File: config.mk
export PLATFORM = sky130hd
export DESIGN_NAME = uart_irq_modem_unit
export DESIGN_NICKNAME = d
export VERILOG_FILES = /design/src/rtl/uirq_pkg.sv /design/src/rtl/uirq_enable_reg.sv /design/src/rtl/uirq_modem_status.sv /design/src/rtl/uirq_thre_tracker.sv /design/src/rtl/uirq_priority.sv /design/src/rtl/uart_irq_modem_unit.sv
export SDC_FILE = /design/constraint.sdc
export NUM_CORES = 1
export LEC_CHECK = 0
export ABC_AREA = 0
export BUFFER_PORTS_ARGS = -buffer_cell sky130_fd_sc_hd__buf_2
export CAP_MARGIN = 10
export CORE_ASPECT_RATIO = 0.7
export CORE_UTILIZATION = 35
export DETAILED_ROUTE_END_ITERATION = 10
export PLACE_DENSITY = 0.73
export SYNTH_ARGS = -nofsm -noshare
export SYNTH_HDL_FRONTEND = slang
export SYNTH_SLANG_ARGS = --single-unit
File: constraint.sdc
create_clock -name clk -period 0.9 [get_ports clk]
set_clock_uncertainty 0.1 [all_clocks]
set_input_delay 0.09 -clock clk [delete_from_list [all_inputs] [get_ports clk]]
set_output_delay 0.09 -clock clk [all_outputs]
set_load 0.03 [all_outputs]
File: src/rtl/uirq_pkg.sv
package uirq_pkg;
  localparam int NSRC  = 4;
  localparam int REG_W = 8;

  typedef enum logic [1:0] {
    SRC_MSR = 2'b00,
    SRC_THR = 2'b01,
    SRC_RXD = 2'b10,
    SRC_LSR = 2'b11
  } irq_src_e;
endpackage

File: src/rtl/uirq_enable_reg.sv
module uirq_enable_reg #(
  parameter int REG_W = 8,
  parameter int NSRC  = 4
) (
  input  logic             clk,
  input  logic             rst_n,
  input  logic             we,
  input  logic [REG_W-1:0] wdata,
  output logic [NSRC-1:0]  en_o,
  output logic [REG_W-1:0] rdata_o
);
  localparam int PAD_W = REG_W - NSRC;

  logic [NSRC-1:0] en_q, en_d;

  always_comb begin
    en_d = wdata[NSRC-1:0];
  end

  always_ff @(posedge clk or negedge rst_n) begin
    if (!rst_n)  en_q <= '0;
    else if (we) en_q <= en_d;
  end

  assign en_o    = en_q;
  assign rdata_o = {{PAD_W{1'b0}}, en_q};

  a_r1_hold: assert property (@(posedge clk) disable iff (!rst_n)
    !we |=> $stable(en_q));
  a_r1_load: assert property (@(posedge clk) disable iff (!rst_n)
    we |=> (rdata_o == {{PAD_W{1'b0}}, $past(wdata[NSRC-1:0])}));
endmodule

File: src/rtl/uirq_modem_status.sv
module uirq_modem_status #(
  parameter int NLINES = 4,
  parameter int RI_IDX = 2
) (
  input  logic              clk,
  input  logic              rst_n,
  input  logic              loopback,
  input  logic [NLINES-1:0] line_n,
  input  logic [NLINES-1:0] ctrl,
  input  logic              rd,
  output logic [NLINES-1:0] state_o,
  output logic [NLINES-1:0] delta_o,
  output logic              change_o
);
  logic [NLINES-1:0] eff, set_vec;
  logic [NLINES-1:0] state_q, state_d;
  logic [NLINES-1:0] delta_q, delta_d;
  logic              delta_en;

  always_comb begin
    eff = loopback ? ctrl : ~line_n;
  end

  for (genvar i = 0; i < NLINES; i++) begin : g_line
    if (i == RI_IDX) begin : g_trail
      assign set_vec[i] = state_q[i] & ~eff[i];
    end else begin : g_any
      assign set_vec[i] = state_q[i] ^ eff[i];
    end
  end

  always_comb begin
    state_d  = eff;
    delta_d  = (rd ? '0 : delta_q) | set_vec;
    delta_en = rd | (|set_vec);
  end

  always_ff @(posedge clk or negedge rst_n) begin
    if (!rst_n) begin
      state_q <= '0;
      delta_q <= '0;
    end else begin
      state_q <= state_d;
      if (delta_en) delta_q <= delta_d;
    end
  end

  assign state_o  = state_q;
  assign delta_o  = delta_q;
  assign change_o = |delta_q;

  a_r4_cts_edge: assert property (@(posedge clk) disable iff (!rst_n)
    (eff[0] != state_q[0]) |=> delta_q[0]);
  a_r5_ri_trail: assert property (@(posedge clk) disable iff (!rst_n)
    (state_q[RI_IDX] && !eff[RI_IDX]) |=> delta_q[RI_IDX]);
  a_r5_ri_lead: assert property (@(posedge clk) disable iff (!rst_n)
    (!delta_q[RI_IDX] && !rd && (eff[RI_IDX] || !state_q[RI_IDX])) |=> !delta_q[RI_IDX]);
  a_r6_clear: assert property (@(posedge clk) disable iff (!rst_n)
    (rd && (eff == state_q)) |=> (delta_q == '0));
endmodule

File: src/rtl/uirq_thre_tracker.sv
module uirq_thre_tracker (
  input  logic clk,
  input  logic rst_n,
  input  logic thr_empty,
  input  logic thr_wr,
  input  logic iid_rd,
  input  logic thr_top,
  output logic pend_o
);
  logic empty_q, pend_q, pend_d, rise;

  always_comb begin
    rise   = thr_empty & ~empty_q;
    pend_d = pend_q;
    if (rise && !thr_wr)                pend_d = 1'b1;
    else if (thr_wr || (iid_rd && thr_top)) pend_d = 1'b0;
  end

  always_ff @(posedge clk or negedge rst_n) begin
    if (!rst_n) begin
      empty_q <= 1'b0;
      pend_q  <= 1'b0;
    end else begin
      empty_q <= thr_empty;
      pend_q  <= pend_d;
    end
  end

  assign pend_o = pend_q;

  a_r9_wr_clears: assert property (@(posedge clk) disable iff (!rst_n)
    thr_wr |=> !pend_q);
  a_r9_hidden_keep: assert property (@(posedge clk) disable iff (!rst_n)
    (pend_q && iid_rd && !thr_top && !thr_wr) |=> pend_q);
endmodule

File: src/rtl/uirq_priority.sv
module uirq_priority #(
  parameter int NSRC  = 4,
  parameter int REG_W = 8
) (
  input  logic [NSRC-1:0]          req,
  output logic [REG_W-1:0]         iid_o,
  output logic                     pending_o,
  output logic [$clog2(NSRC)-1:0]  top_o
);
  localparam int CODE_W = $clog2(NSRC);
  localparam int PAD_W  = REG_W - CODE_W - 1;

  logic [CODE_W-1:0] code;

  always_comb begin
    code = '0;
    for (int i = 0; i < NSRC; i++) begin
      if (req[i]) code = CODE_W'(i);
    end
  end

  assign pending_o = |req;
  assign top_o     = code;
  assign iid_o     = {{PAD_W{1'b0}}, code, ~pending_o};

  always_comb begin
    a_r2_top_wins: assert (!req[NSRC-1] || (iid_o[CODE_W:1] == CODE_W'(NSRC-1)));
    a_r3_idle_word: assert (|req || (iid_o == REG_W'(1)));
  end
endmodule

File: src/rtl/uart_irq_modem_unit.sv
module uart_irq_modem_unit
  import uirq_pkg::*;
(
  input  logic       clk,
  input  logic       rst_n,
  input  logic       ier_we,
  input  logic [7:0] ier_wdata,
  output logic [7:0] ier_rdata,
  input  logic       lsr_irq,
  input  logic       rxd_irq,
  input  logic       thr_empty,
  input  logic       thr_wr,
  input  logic       iid_rd,
  input  logic       msr_rd,
  input  logic       loopback,
  input  logic       mcr_dtr,
  input  logic       mcr_rts,
  input  logic       mcr_out1,
  input  logic       mcr_out2,
  input  logic       cts_n,
  input  logic       dsr_n,
  input  logic       ri_n,
  input  logic       cd_n,
  output logic [7:0] iid,
  output logic [7:0] msr,
  output logic       int_o,
  output logic       int_oe
);
  localparam int CODE_W = $clog2(NSRC);

  logic [NSRC-1:0]   en;
  logic [NSRC-1:0]   req;
  logic [NSRC-1:0]   mstate, mdelta;
  logic              mchange, thre_pend, pending;
  logic [CODE_W-1:0] top;
  logic              thr_top;

  uirq_enable_reg #(.REG_W(REG_W), .NSRC(NSRC)) u_en (
    .clk(clk), .rst_n(rst_n), .we(ier_we), .wdata(ier_wdata),
    .en_o(en), .rdata_o(ier_rdata));

  uirq_modem_status #(.NLINES(NSRC), .RI_IDX(2)) u_msr (
    .clk(clk), .rst_n(rst_n), .loopback(loopback),
    .line_n({cd_n, ri_n, dsr_n, cts_n}),
    .ctrl({mcr_out2, mcr_out1, mcr_dtr, mcr_rts}),
    .rd(msr_rd), .state_o(mstate), .delta_o(mdelta), .change_o(mchange));

  always_comb begin
    req[SRC_LSR] = lsr_irq   & en[2];
    req[SRC_RXD] = rxd_irq   & en[0];
    req[SRC_THR] = thre_pend & en[1];
    req[SRC_MSR] = mchange   & en[3];
    thr_top      = pending && (top == SRC_THR);
  end

  uirq_thre_tracker u_thre (
    .clk(clk), .rst_n(rst_n), .thr_empty(thr_empty), .thr_wr(thr_wr),
    .iid_rd(iid_rd), .thr_top(thr_top), .pend_o(thre_pend));

  uirq_priority #(.NSRC(NSRC), .REG_W(REG_W)) u_pri (
    .req(req), .iid_o(iid), .pending_o(pending), .top_o(top));

  assign msr    = {mstate, mdelta};
  assign int_o  = pending;
  assign int_oe = mcr_out2;

  a_r7_modem_cond: assert property (@(posedge clk) disable iff (!rst_n)
    (en == 4'b1000 && msr[3:0] != 4'b0000) |-> (iid[3:0] == 4'b0000));
  a_r10_int_level: assert property (@(posedge clk) disable iff (!rst_n)
    int_o == !iid[0]);
endmodule

==> results by group <==
Worst setup path
  – CP arrival: 1.43 ns
  – Crit Path Class: reg2out
  – Critical path required time: 0.71 ns
  – Worst-path maximum fanout: 2
  – Critical Path Start Type: flip-flop
  – CP Capture Type: output port

Global routing
  – Vias in the first global route: 621
  – Largest net degree at the start of global routing: 15
  – Global Route Usage Sum: 0.184
  – GRT overflow: 0
  – Met2 Use GR: 0.345
  – Met3 Use GR: 0.0516
  – First-pass GRT wire length: 2.86 mm
  – GRT busiest layer: met2
  – GR Util met1: 0.205
  – Initial antenna violation count: 0

Cells and area
  – Final net count: 147
  – Most common cell after layout, fill and taps aside: buf_6
  – Share of layout cells above drive strength 1: 0.708
  – # diodes: 0
  – Area delta synth->final: 75.9%
  – Commonest non-fill, non-tap cells in the layout: buf_6 (26), buf_2 (22), conb_1 (9)

Floorplan
  – Die ar.: 0.00225 mm²
  – Cell row count: 13
  – Die span in x: 56.3 µm
  – Core Area: 0.00190 mm²
  – I/O pin total: 52
  – Height of the die: 40 µm
  – Initial Utilization: 0.379

Timing
  – Slew Limit Fails: 0
  – Hold Violations, Final: 8
  – Final worst setup slack: -0.716 ns
  – RSZ-0062 raised after global routing: true
  – Final setup violation count: 24
  – Hold_ws: -0.0798 ns
  – Period utilisation layout: 1.80
  – FMAX: 619 MHz
  – Final min period: 1.62 ns

Logic synthesis
  – Synth unique cells: 20
  – Share of the synthesized area in the top cell type: 0.485
  – Syn Inst Count: 64
  – Avg Inst Size Synth: 11.3 µm²
  – Synth top area cells: dfrtp_1 (49%), buf_4 (10%), mux2_2 (6.2%), mux2i_2 (5.7%), mux2i_1 (5.5%)
  – Post-synthesis sequential area ratio: 0.485
  – Seq cells post-synth: 14
  – Ys Warns: 0
  – Largest area contributor in the netlist: dfrtp_1
  – Mapped Area: 722 µm²

Power
  – Pwr Total: 0.00205 W
  – P per Cell Area: 1620 mW/mm²
  – P_leak: 0.651 nW
  – Flop pwr share: 0.375
  – Internal power: 0.00137 W
  – Sw frac: 0.333
  – Clock share of power: 0.214
  – Comb pwr share: 0.411
  – Max rail drop VDD: 0.00117 V
  – Net Sw Power: 0.000684 W

Clock network
  – Clock Latency Late Sink: 0.28 ns
  – Clock root buffer: clkbuf_4
  – TritonCTS clock tree: yes
  – Reg clk slew, reported paths: 0.08 ns
  – Number of CTS-inserted buffers: 3
  – Htree depth: 1
  – Sink Count: 14
  – Hold buffers post-CTS: 3
  – Clock tree buffer depth: 2

Drt
  – Wire per inst: 13.7 µm
  – Via density: 4.54
  – TritonRoute pass-1 iters: 3
  – Vias post-DR: 645
  – Final ANT Viol Nets: 0
  – Drt total wl: 1.95 mm
  – Drt drc: 0
  – Detailed router's first-iteration violation count: 5

Placed design
  – Number of port buffers: 38
  – Place WS: -0.425 ns
  – RD Place Congestion: 0.786
  – Dpl hpwl: 1.33 mm

Run status
  – Status: finished, violations left
  – Failing checks: hold timing, setup timing

Worst hold path
  – Worst min-delay path class: in2reg

Flow run
  – Max cap viols: 0
## power groups by stage
stage / sequential [W] / combinational [W] / clock (W)
2_1_floorplan: 0.000874 / 0.000298 / 0
3_3_place_gp: 0.000750 / 0.000616 / 0
3_5_place_dp: 0.000757 / 0.000625 / 0
4_1_cts: 0.000756 / 0.000789 / 0.000463
5_1_grt: 0.000775 / 0.000887 / 0.000493
6_report: 0.000769 / 0.000844 / 0.000439
## flip-flops by register name (all words and copies together), names as in the netlist
| signal | cells |
|---|---|
| u_msr.state_o | 4 |
| u_thre.empty_q | 1 |
| u_en.en_o | 4 |
| u_thre.pend_o | 1 |
| u_msr.delta_o | 4 |
## critical path: stages (launching register included)
cell,delay (ns)
dfrtp_2,0.43
o41ai_4,0.37
buf_4,0.17
nand2_2,0.05
buf_6,0.13
## routing by layer
layer / vias to the layer above / share of wire
met5: - / 0
met4: 0 / 0.0098
met3: 2 / 0.046
met2: 27 / 0.53
met1: 311 / 0.41
li1: 305 / -
## path summary, 6_finish.rpt
check | start | end | slack [ns] | cells after the start
max | u_msr.delta_o[3] | int_o | -0.72 | 4
min | ri_n | u_msr.state_o[2] | -0.08 | 2
max reg2reg | u_msr.delta_o[3] | u_msr.delta_o[3] | -0.37 | 5
min reg2reg | u_thre.empty_q | u_thre.pend_o | 0.40 | 2
max in group asynchronous | rst_n | u_en.en_o[1] | 0.30 | 2
min in group asynchronous | rst_n | u_msr.delta_o[3] | 0.13 | 2
## cells by family after synthesis
| family | count (synthesis) | synth area share |
|---|---|---|
| other | 1 | 0.00519 |
| DFF | 14 | 0.485 |
| AOI/OAI and AO/OA | 7 | 0.0832 |
| buffers and inverters | 17 | 0.151 |
| muxes | 11 | 0.175 |
| and+or+nand+nor | 14 | 0.101 |
## per-stage QoR
| stage | instance area (µm²) | setup TNS, ns | util | instances | hold slack (ns) |
|---|---|---|---|---|---|
| floorplan | 798 | -1.92 | - | 72 | -0.306 |
| global placement | 997 | -2.34 | 0.524 | 130 | -0.103 |
| detailed placement | 997 | -2.50 | 0.524 | 130 | -0.0940 |
| CTS | 1210 | -6.33 | 0.638 | 139 | -0.0895 |
| global route | 1270 | -7.41 | 0.667 | 142 | -0.0945 |
| finish | 1270 | -6.58 | 0.667 | 142 | -0.0798 |
## area by class of cell
cell class / count / area [µm²]
clock buffer: 4 / 36.3
inverter: 6 / 22.5
timing repair buffer: 55 / 463
multi-input combinational: 41 / 360
fill: 141 / 633
sequential: 14 / 360
tap: 22 / 27.5
## what timing repair did
| action | CTS | global route |
|---|---|---|
| hold endpoints to repair | 24 | 8 |
| pin swaps | 5 | 3 |
| setup buffers | 2 | 5 |
| setup endpoints to repair | 24 | 25 |
| gates resized for setup | 43 | 10 |
## cell usage after synthesis (all sizes together)
library cell / instances
dfrtp: 14
buf: 11
mux2i: 7
inv: 6
nor2b: 6
mux2: 4
nand2: 3
nor2: 3
a21oi: 2
a22o: 1
a32o: 1
and2: 1
conb: 1
nand2b: 1
o21ai: 1
o22ai: 1
o41ai: 1
Note: power is estimated with default switching activity, not from simulation.
